### src/rtl/asram_pkg.sv
package asram_pkg;

  typedef enum logic [2:0] {
    ST_IDLE,
    ST_WSET,
    ST_WPUL,
    ST_WHLD,
    ST_RACC,
    ST_RTRN
  } asram_st_e;

  function automatic int cdiv(input int t_ns, input int clk_ns);
    return (t_ns + clk_ns - 1) / clk_ns;
  endfunction

  function automatic int imax(input int a, input int b);
    return (a > b) ? a : b;
  endfunction

  // cycle time (write and read), ns
  function automatic int t_cyc(input int grade);
    case (grade)
      1:       return 70;
      2:       return 100;
      default: return 55;
    endcase
  endfunction

  function automatic int t_strobe(input int grade);
    case (grade)
      1:       return 55;
      2:       return 70;
      default: return 45;
    endcase
  endfunction

  function automatic int t_addr_to_end(input int grade);
    case (grade)
      1:       return 60;
      2:       return 80;
      default: return 50;
    endcase
  endfunction

  function automatic int t_data_setup(input int grade);
    case (grade)
      1:       return 30;
      2:       return 40;
      default: return 25;
    endcase
  endfunction

  function automatic int t_rden_access(input int grade);
    case (grade)
      1:       return 35;
      2:       return 50;
      default: return 30;
    endcase
  endfunction

  function automatic int t_release(input int grade);
    case (grade)
      1:       return 25;
      2:       return 30;
      default: return 20;
    endcase
  endfunction

  // strobe-low cycles: setup and hold cycles surround it
  function automatic int wp_cycles(input int grade, input int clk_ns);
    int n;
    n = imax(cdiv(t_strobe(grade), clk_ns), cdiv(t_addr_to_end(grade), clk_ns));
    n = imax(n, cdiv(t_data_setup(grade), clk_ns));
    n = imax(n, cdiv(t_cyc(grade), clk_ns) - 2);
    return imax(n, 1);
  endfunction

  function automatic int rd_cycles(input int grade, input int clk_ns);
    return imax(imax(cdiv(t_cyc(grade), clk_ns), cdiv(t_rden_access(grade), clk_ns)), 1);
  endfunction

  function automatic int ohz_cycles(input int grade, input int clk_ns);
    return imax(cdiv(t_release(grade), clk_ns), 1);
  endfunction

endpackage

### src/rtl/asram_phase_cnt.sv
module asram_phase_cnt #(
  parameter int CNT_W = 5
) (
  input  logic             clk,
  input  logic             rst,
  input  logic             load,
  input  logic [CNT_W-1:0] load_val,
  output logic             zero
);
  logic [CNT_W-1:0] cnt_q;

  always_ff @(posedge clk) begin
    if (rst)                  cnt_q <= '0;
    else if (load)            cnt_q <= load_val;
    else if (cnt_q != '0)     cnt_q <= cnt_q - 1'b1;
  end

  assign zero = (cnt_q == '0);
endmodule

### src/rtl/asram_fsm.sv
module asram_fsm
  import asram_pkg::*;
#(
  parameter int WP_N  = 13,
  parameter int RD_N  = 14,
  parameter int OHZ_N = 5
) (
  input  logic      clk,
  input  logic      rst,
  input  logic      req_valid,
  input  logic      req_write,
  output asram_st_e st_d,
  output logic      accept,
  output logic      rd_done
);
  localparam int MAXN  = (WP_N > RD_N) ? ((WP_N > OHZ_N) ? WP_N : OHZ_N)
                                       : ((RD_N > OHZ_N) ? RD_N : OHZ_N);
  localparam int CNT_W = $clog2(MAXN + 1);
  localparam logic [CNT_W-1:0] WP_LD  = CNT_W'(WP_N - 1);
  localparam logic [CNT_W-1:0] RD_LD  = CNT_W'(RD_N - 1);
  localparam logic [CNT_W-1:0] OHZ_LD = CNT_W'(OHZ_N - 1);

  asram_st_e        st_q;
  logic             ld;
  logic [CNT_W-1:0] ld_val;
  logic             zero;

  asram_phase_cnt #(.CNT_W(CNT_W)) u_cnt (
    .clk      (clk),
    .rst      (rst),
    .load     (ld),
    .load_val (ld_val),
    .zero     (zero)
  );

  always_comb begin
    st_d   = st_q;
    ld     = 1'b0;
    ld_val = '0;
    case (st_q)
      ST_IDLE: if (req_valid) begin
        if (req_write) st_d = ST_WSET;
        else begin
          st_d   = ST_RACC;
          ld     = 1'b1;
          ld_val = RD_LD;
        end
      end
      ST_WSET: begin
        st_d   = ST_WPUL;
        ld     = 1'b1;
        ld_val = WP_LD;
      end
      ST_WPUL: if (zero) st_d = ST_WHLD;
      ST_WHLD: st_d = ST_IDLE;
      ST_RACC: if (zero) begin
        st_d   = ST_RTRN;
        ld     = 1'b1;
        ld_val = OHZ_LD;
      end
      ST_RTRN: if (zero) st_d = ST_IDLE;
      default: st_d = ST_IDLE;
    endcase
  end

  always_ff @(posedge clk) begin
    if (rst) st_q <= ST_IDLE;
    else     st_q <= st_d;
  end

  assign accept  = (st_q == ST_IDLE) && req_valid;
  assign rd_done = (st_q == ST_RACC) && zero;
endmodule

### src/rtl/asram_pins.sv
module asram_pins
  import asram_pkg::*;
#(
  parameter int ADDR_W = 19,
  parameter int DATA_W = 8
) (
  input  logic              clk,
  input  logic              rst,
  input  asram_st_e         st_d,
  input  logic              accept,
  input  logic              rd_done,
  input  logic [ADDR_W-1:0] req_addr,
  input  logic [DATA_W-1:0] req_wdata,
  input  logic [DATA_W-1:0] mem_dq_in,
  output logic              req_ready,
  output logic              rsp_valid,
  output logic [DATA_W-1:0] rsp_rdata,
  output logic [ADDR_W-1:0] mem_addr,
  output logic              mem_ce_n,
  output logic              mem_we_n,
  output logic              mem_oe_n,
  output logic [DATA_W-1:0] mem_dq_out,
  output logic              mem_dq_oe
);
  logic wr_phase;
  logic sel_phase;

  assign wr_phase  = (st_d == ST_WSET) || (st_d == ST_WPUL) || (st_d == ST_WHLD);
  assign sel_phase = wr_phase || (st_d == ST_RACC);

  always_ff @(posedge clk) begin
    if (rst) begin
      req_ready <= 1'b1;
      rsp_valid <= 1'b0;
      rsp_rdata <= '0;
      mem_addr  <= '0;
      mem_ce_n  <= 1'b1;
      mem_we_n  <= 1'b1;
      mem_oe_n  <= 1'b1;
      mem_dq_out <= '0;
      mem_dq_oe <= 1'b0;
    end else begin
      req_ready <= (st_d == ST_IDLE);
      rsp_valid <= rd_done;
      if (rd_done) rsp_rdata <= mem_dq_in;
      if (accept) begin
        mem_addr   <= req_addr;
        mem_dq_out <= req_wdata;
      end
      mem_ce_n  <= !sel_phase;
      mem_we_n  <= (st_d != ST_WPUL);
      mem_oe_n  <= (st_d != ST_RACC);
      mem_dq_oe <= wr_phase;
    end
  end
endmodule

### src/rtl/asram_ctrl.sv
module asram_ctrl #(
  parameter int GRADE  = 0,
  parameter int CLK_NS = 4,
  parameter int ADDR_W = 19,
  parameter int DATA_W = 8
) (
  input  logic              clk,
  input  logic              rst,
  input  logic              req_valid,
  output logic              req_ready,
  input  logic              req_write,
  input  logic [ADDR_W-1:0] req_addr,
  input  logic [DATA_W-1:0] req_wdata,
  output logic              rsp_valid,
  output logic [DATA_W-1:0] rsp_rdata,
  output logic [ADDR_W-1:0] mem_addr,
  output logic              mem_ce_n,
  output logic              mem_we_n,
  output logic              mem_oe_n,
  output logic [DATA_W-1:0] mem_dq_out,
  output logic              mem_dq_oe,
  input  logic [DATA_W-1:0] mem_dq_in
);
  localparam int WP_N  = asram_pkg::wp_cycles(GRADE, CLK_NS);
  localparam int RD_N  = asram_pkg::rd_cycles(GRADE, CLK_NS);
  localparam int OHZ_N = asram_pkg::ohz_cycles(GRADE, CLK_NS);

  asram_pkg::asram_st_e st_d;
  logic accept;
  logic rd_done;

  asram_fsm #(.WP_N(WP_N), .RD_N(RD_N), .OHZ_N(OHZ_N)) u_fsm (
    .clk       (clk),
    .rst       (rst),
    .req_valid (req_valid),
    .req_write (req_write),
    .st_d      (st_d),
    .accept    (accept),
    .rd_done   (rd_done)
  );

  asram_pins #(.ADDR_W(ADDR_W), .DATA_W(DATA_W)) u_pins (
    .clk        (clk),
    .rst        (rst),
    .st_d       (st_d),
    .accept     (accept),
    .rd_done    (rd_done),
    .req_addr   (req_addr),
    .req_wdata  (req_wdata),
    .mem_dq_in  (mem_dq_in),
    .req_ready  (req_ready),
    .rsp_valid  (rsp_valid),
    .rsp_rdata  (rsp_rdata),
    .mem_addr   (mem_addr),
    .mem_ce_n   (mem_ce_n),
    .mem_we_n   (mem_we_n),
    .mem_oe_n   (mem_oe_n),
    .mem_dq_out (mem_dq_out),
    .mem_dq_oe  (mem_dq_oe)
  );
endmodule

### config.mk
export PLATFORM = sky130hd
export DESIGN_NAME = asram_ctrl
export DESIGN_NICKNAME = d
export VERILOG_FILES = /design/src/rtl/asram_pkg.sv /design/src/rtl/asram_phase_cnt.sv /design/src/rtl/asram_fsm.sv /design/src/rtl/asram_pins.sv /design/src/rtl/asram_ctrl.sv
export SDC_FILE = /design/constraint.sdc
export NUM_CORES = 1
export LEC_CHECK = 0
export BUFFER_PORTS_ARGS = -buffer_cell sky130_fd_sc_hd__buf_2
export CORE_ASPECT_RATIO = 0.8
export CORE_UTILIZATION = 45
export CTS_CLUSTER_SIZE = 8
export DETAILED_ROUTE_END_ITERATION = 16
export GPL_TIMING_DRIVEN = 1
export PLACE_DENSITY = 0.74
export RECOVER_POWER = 50
export SYNTH_ARGS = -nofsm -noshare
export SYNTH_HDL_FRONTEND = slang
export SYNTH_SLANG_ARGS = --single-unit
### constraint.sdc
create_clock -name clk -period 2.1 [get_ports clk]
set_input_delay 0.42 -clock clk [delete_from_list [all_inputs] [get_ports clk]]
set_output_delay 0.42 -clock clk [all_outputs]
set_load 0.02 [all_outputs]
==> results.tsv <==
stage	metric	value	unit
run_status	status	finished clean	
sta	Final WS setup	234	ps
placement	IO buf count	79	
placement	Placer Congestion	0.875	
global_route	vias in the first global route	1372	
clocking	CTS Root Cell	clkbuf_8	
critical_path	Crit path depth	6	
die	row count	20	
global_route	largest net degree at the start of global routing	29	
min_path	worst hold-check path type	in2reg	
sta	Slew @ Worst Pin	492	ps
synth	number of synthesized flops with an enable pin	0	
route	Total Wirelength	3960	um
route	1st-pass router iterations	4	
global_route	initial antenna violation count	0	
sta	relative slew slack	0.672	
synth	Syn Inst Count	222	
synth	Cell variety after synth	32	
sta	setup total negative slack	0	ps
final_layout	Nets	340	
synth	post-synthesis register bit count	48	
synth	area leader, netlist	dfxtp_1	
die	Die ar.	4380	sq um
critical_path	R2R depth	6	
synth	post-synthesis sequential area ratio	0.518	
critical_path	Req. time, crit path	2270	ps
synth	most frequent cell after synthesis	nand2_1	
final_layout	share of cells above drive strength 1	0.183	
critical_path	Setup crit start	u_fsm.u_cnt.cnt_q[0]	
synth	YS warnings	0	
critical_path	critical path endpoint	u_pins.rsp_rdata[4]	
sta	Setup violations, final	0	
route	mean number of vias per cell	4.73	
synth	Async SR Flop Fraction	0	
min_path	Min-Delay Path Depth	3	
synth	Synth top area share	0.518	
critical_path	R2R Path End	u_pins.rsp_rdata[4]	
route	number of routed nets with antenna violations	0	
final_layout	Final Instance Area	2370	sq um
sta	fmax	536	MHz
final_layout	Layout area overhead	27.8	%
die	Die Height	59.4	um
die	Die Wd	73.8	um
power	Static Leak	1.02	nW
synth	post-synthesis cell area	1850	sq um
clocking	Clock Tree Buf Depth	2	
sta	min Tclk post-route	1870	ps
sta	Tcrit/Tclk final	0.889	
sta	RSZ-0062 raised after global routing	false	
critical_path	crit path buf inv count	1	
route	DR vias	1683	
die	core box area	3880	sq um
placement	placed cell area	2300	sq um
global_route	wire length of the first global-routing pass	6110	um
synth	syn avg cell area	8.35	sq um
placement	dpl hpwl	2670	um
die	initial core utilization	0.478	
critical_path	startpoint types	flip-flop	
critical_path	largest stage delay on the critical path	480	ps
route	Post-route DRC	0	
synth	most frequent cells after synthesis	nand2_1, dfxtp_1, a21oi_1, nor2_1, clkbuf_1	
power	VDD IR-drop max	0.000793	V
critical_path	crit-path cells	inv_1 -> ha_1 -> or3b_1 -> or3_4 -> mux2i_1 -> nor2_1	
critical_path	reg2reg start	u_fsm.u_cnt.cnt_q[0]	
global_route	gr usage total	0.187	
critical_path	worst path arrival time	2040	ps
route	DR WL/cell	11.1	um
critical_path	critical path's slowest cell	or3_4	
clocking	Sink Count	48	
critical_path	CP Max Fanout	9	
clocking	CTS clock-pin slew for the worst setup and hold paths	90	ps
sta	Max Slew Vio Count	0	
flow_run	Max Cap Violations	0	
global_route	grt ovf	0	
clocking	CTS Buf Count	5	
die	I/O pin count	80	
synth	Primary FF master, synth	dfxtp_1	
synth	Syn Nets	262	
critical_path	delay-heaviest family, CP	simple AND/OR/NAND/NOR gates	
final_layout	# diodes	0	
critical_path	CP Capture Type	flip-flop	
critical_path	register-to-register setup slack	230	ps
synth	most area-consuming cells after synthesis	dfxtp_1, nand2_1, a21oi_1	
clocking	CTS H-Tree Depth	2	
power	Pwr per Cell Area	1080	nW/um^2
sta	Hold Fails Final Rpt	0	
placement	pre-CTS setup slack	148	ps
critical_path	critical path type	reg2reg	
clocking	Clock Latency Late Sink	300	ps
sta	Layout Skew	9.45	ps
route	DR iter-0 viols	80	
clocking	TritonCTS clock tree	built	
per-layer routing:
metal | GRT usage | share of wire
met1 | 0.233 | 0.48
met2 | 0.294 | 0.42
met3 | 0.0697 | 0.083
met4 | 0.0742 | 0.013
met5 | 0 | 0
metrics by stage:
step | cells | utilization | total power (W) | hold slack [ps]
after CTS | 356 | 0.624 | 0.00262 | 338
final | 356 | 0.611 | 0.00257 | 343
after floorplan | 222 | - | 0.00167 | 508
after detailed placement | 348 | 0.593 | 0.00191 | 443
after global placement | 348 | 0.593 | 0.00191 | 438
after global routing | 356 | 0.611 | 0.00273 | 340
report_power, final:
part	switching (W)	total (W)	internal, W
clock network	0.000303	0.000692	0.000389
registers	0.0000931	0.00113	0.00103
logic	0.000449	0.000750	0.000301
cell families after synthesis:
group	count (synthesis)	share of synthesized area
and+or+nand+nor	94	0.222
DFF	48	0.518
AOI/OAI and AO/OA	50	0.150
buffers and inverters	18	0.0432
muxes	10	0.0553
xor gates and xnor gates	1	0.00472
adders and majority gates	1	0.00675
sequential cells by signal, indices dropped and copies added (netlist names):
signal / flops
u_pins.rsp_rdata: 8
u_pins.mem_dq_oe: 1
u_pins.rsp_valid: 1
u_fsm.st_q: 3
u_pins.mem_oe_n: 1
u_pins.req_ready: 1
u_fsm.u_cnt.cnt_q: 4
u_pins.mem_we_n: 1
u_pins.mem_addr: 19
u_pins.mem_ce_n: 1
u_pins.mem_dq_out: 8
cell type report:
cell class                 instances  area (sq um)
fill                             379          1510
sequential                        48           961
multi-input combinational        156           818
timing repair buffer              85           385
clock buffer                       6          82.6
tap                               55          68.8
clock inverter                     2          38.8
inverter                           4          15.0
repair_timing:
item | in CTS | in global routing
endpoints found under the hold margin | 0 | 0
endpoints found under the setup margin | 0 | 3
buffers inserted | 0 | 0
hold buffers | 0 | 0
resized for setup | 0 | 1
how the worst min path moves through the flow:
stage                           endpoint            startpoint
finish               u_pins.rsp_rdata[1]          mem_dq_in[1]
global route         u_pins.mem_addr[11]          req_addr[11]
CTS                 u_pins.mem_dq_out[4]          req_wdata[4]
detailed placement   u_pins.mem_addr[14]   u_pins.mem_addr[14]
global placement    u_pins.mem_dq_out[2]  u_pins.mem_dq_out[2]
floorplan           u_fsm.u_cnt.cnt_q[0]  u_fsm.u_cnt.cnt_q[0]
tightest hold or removal path, cell delays in order:
cell     delay [ps]
buf_2            80
mux2i_1          50
nor2_1           70
layout by cell type, fill, tap and decap left out, drive strengths merged:
cell type and n:
or3b 1, nor2 15, a211oi 1, inv 4
nand2b 6, and2 2, a22o 1, clkinv 1
o211ai 1, nor4bb 1, and3 1, buf 43
a21oi 34, nand2 61, a21o 1, bufinv 1
nor3b 1, nor2b 1, xnor2 1, o32a 1
a31oi 1, ha 1, a21boi 1, a211o 1
mux2i 8, clkbuf 48, and3b 1, or3 3
mux2 2, a32oi 1, dfxtp 48, o21ai 7
nor3 1
No activity file was read; power rests on OpenSTA's default activity.
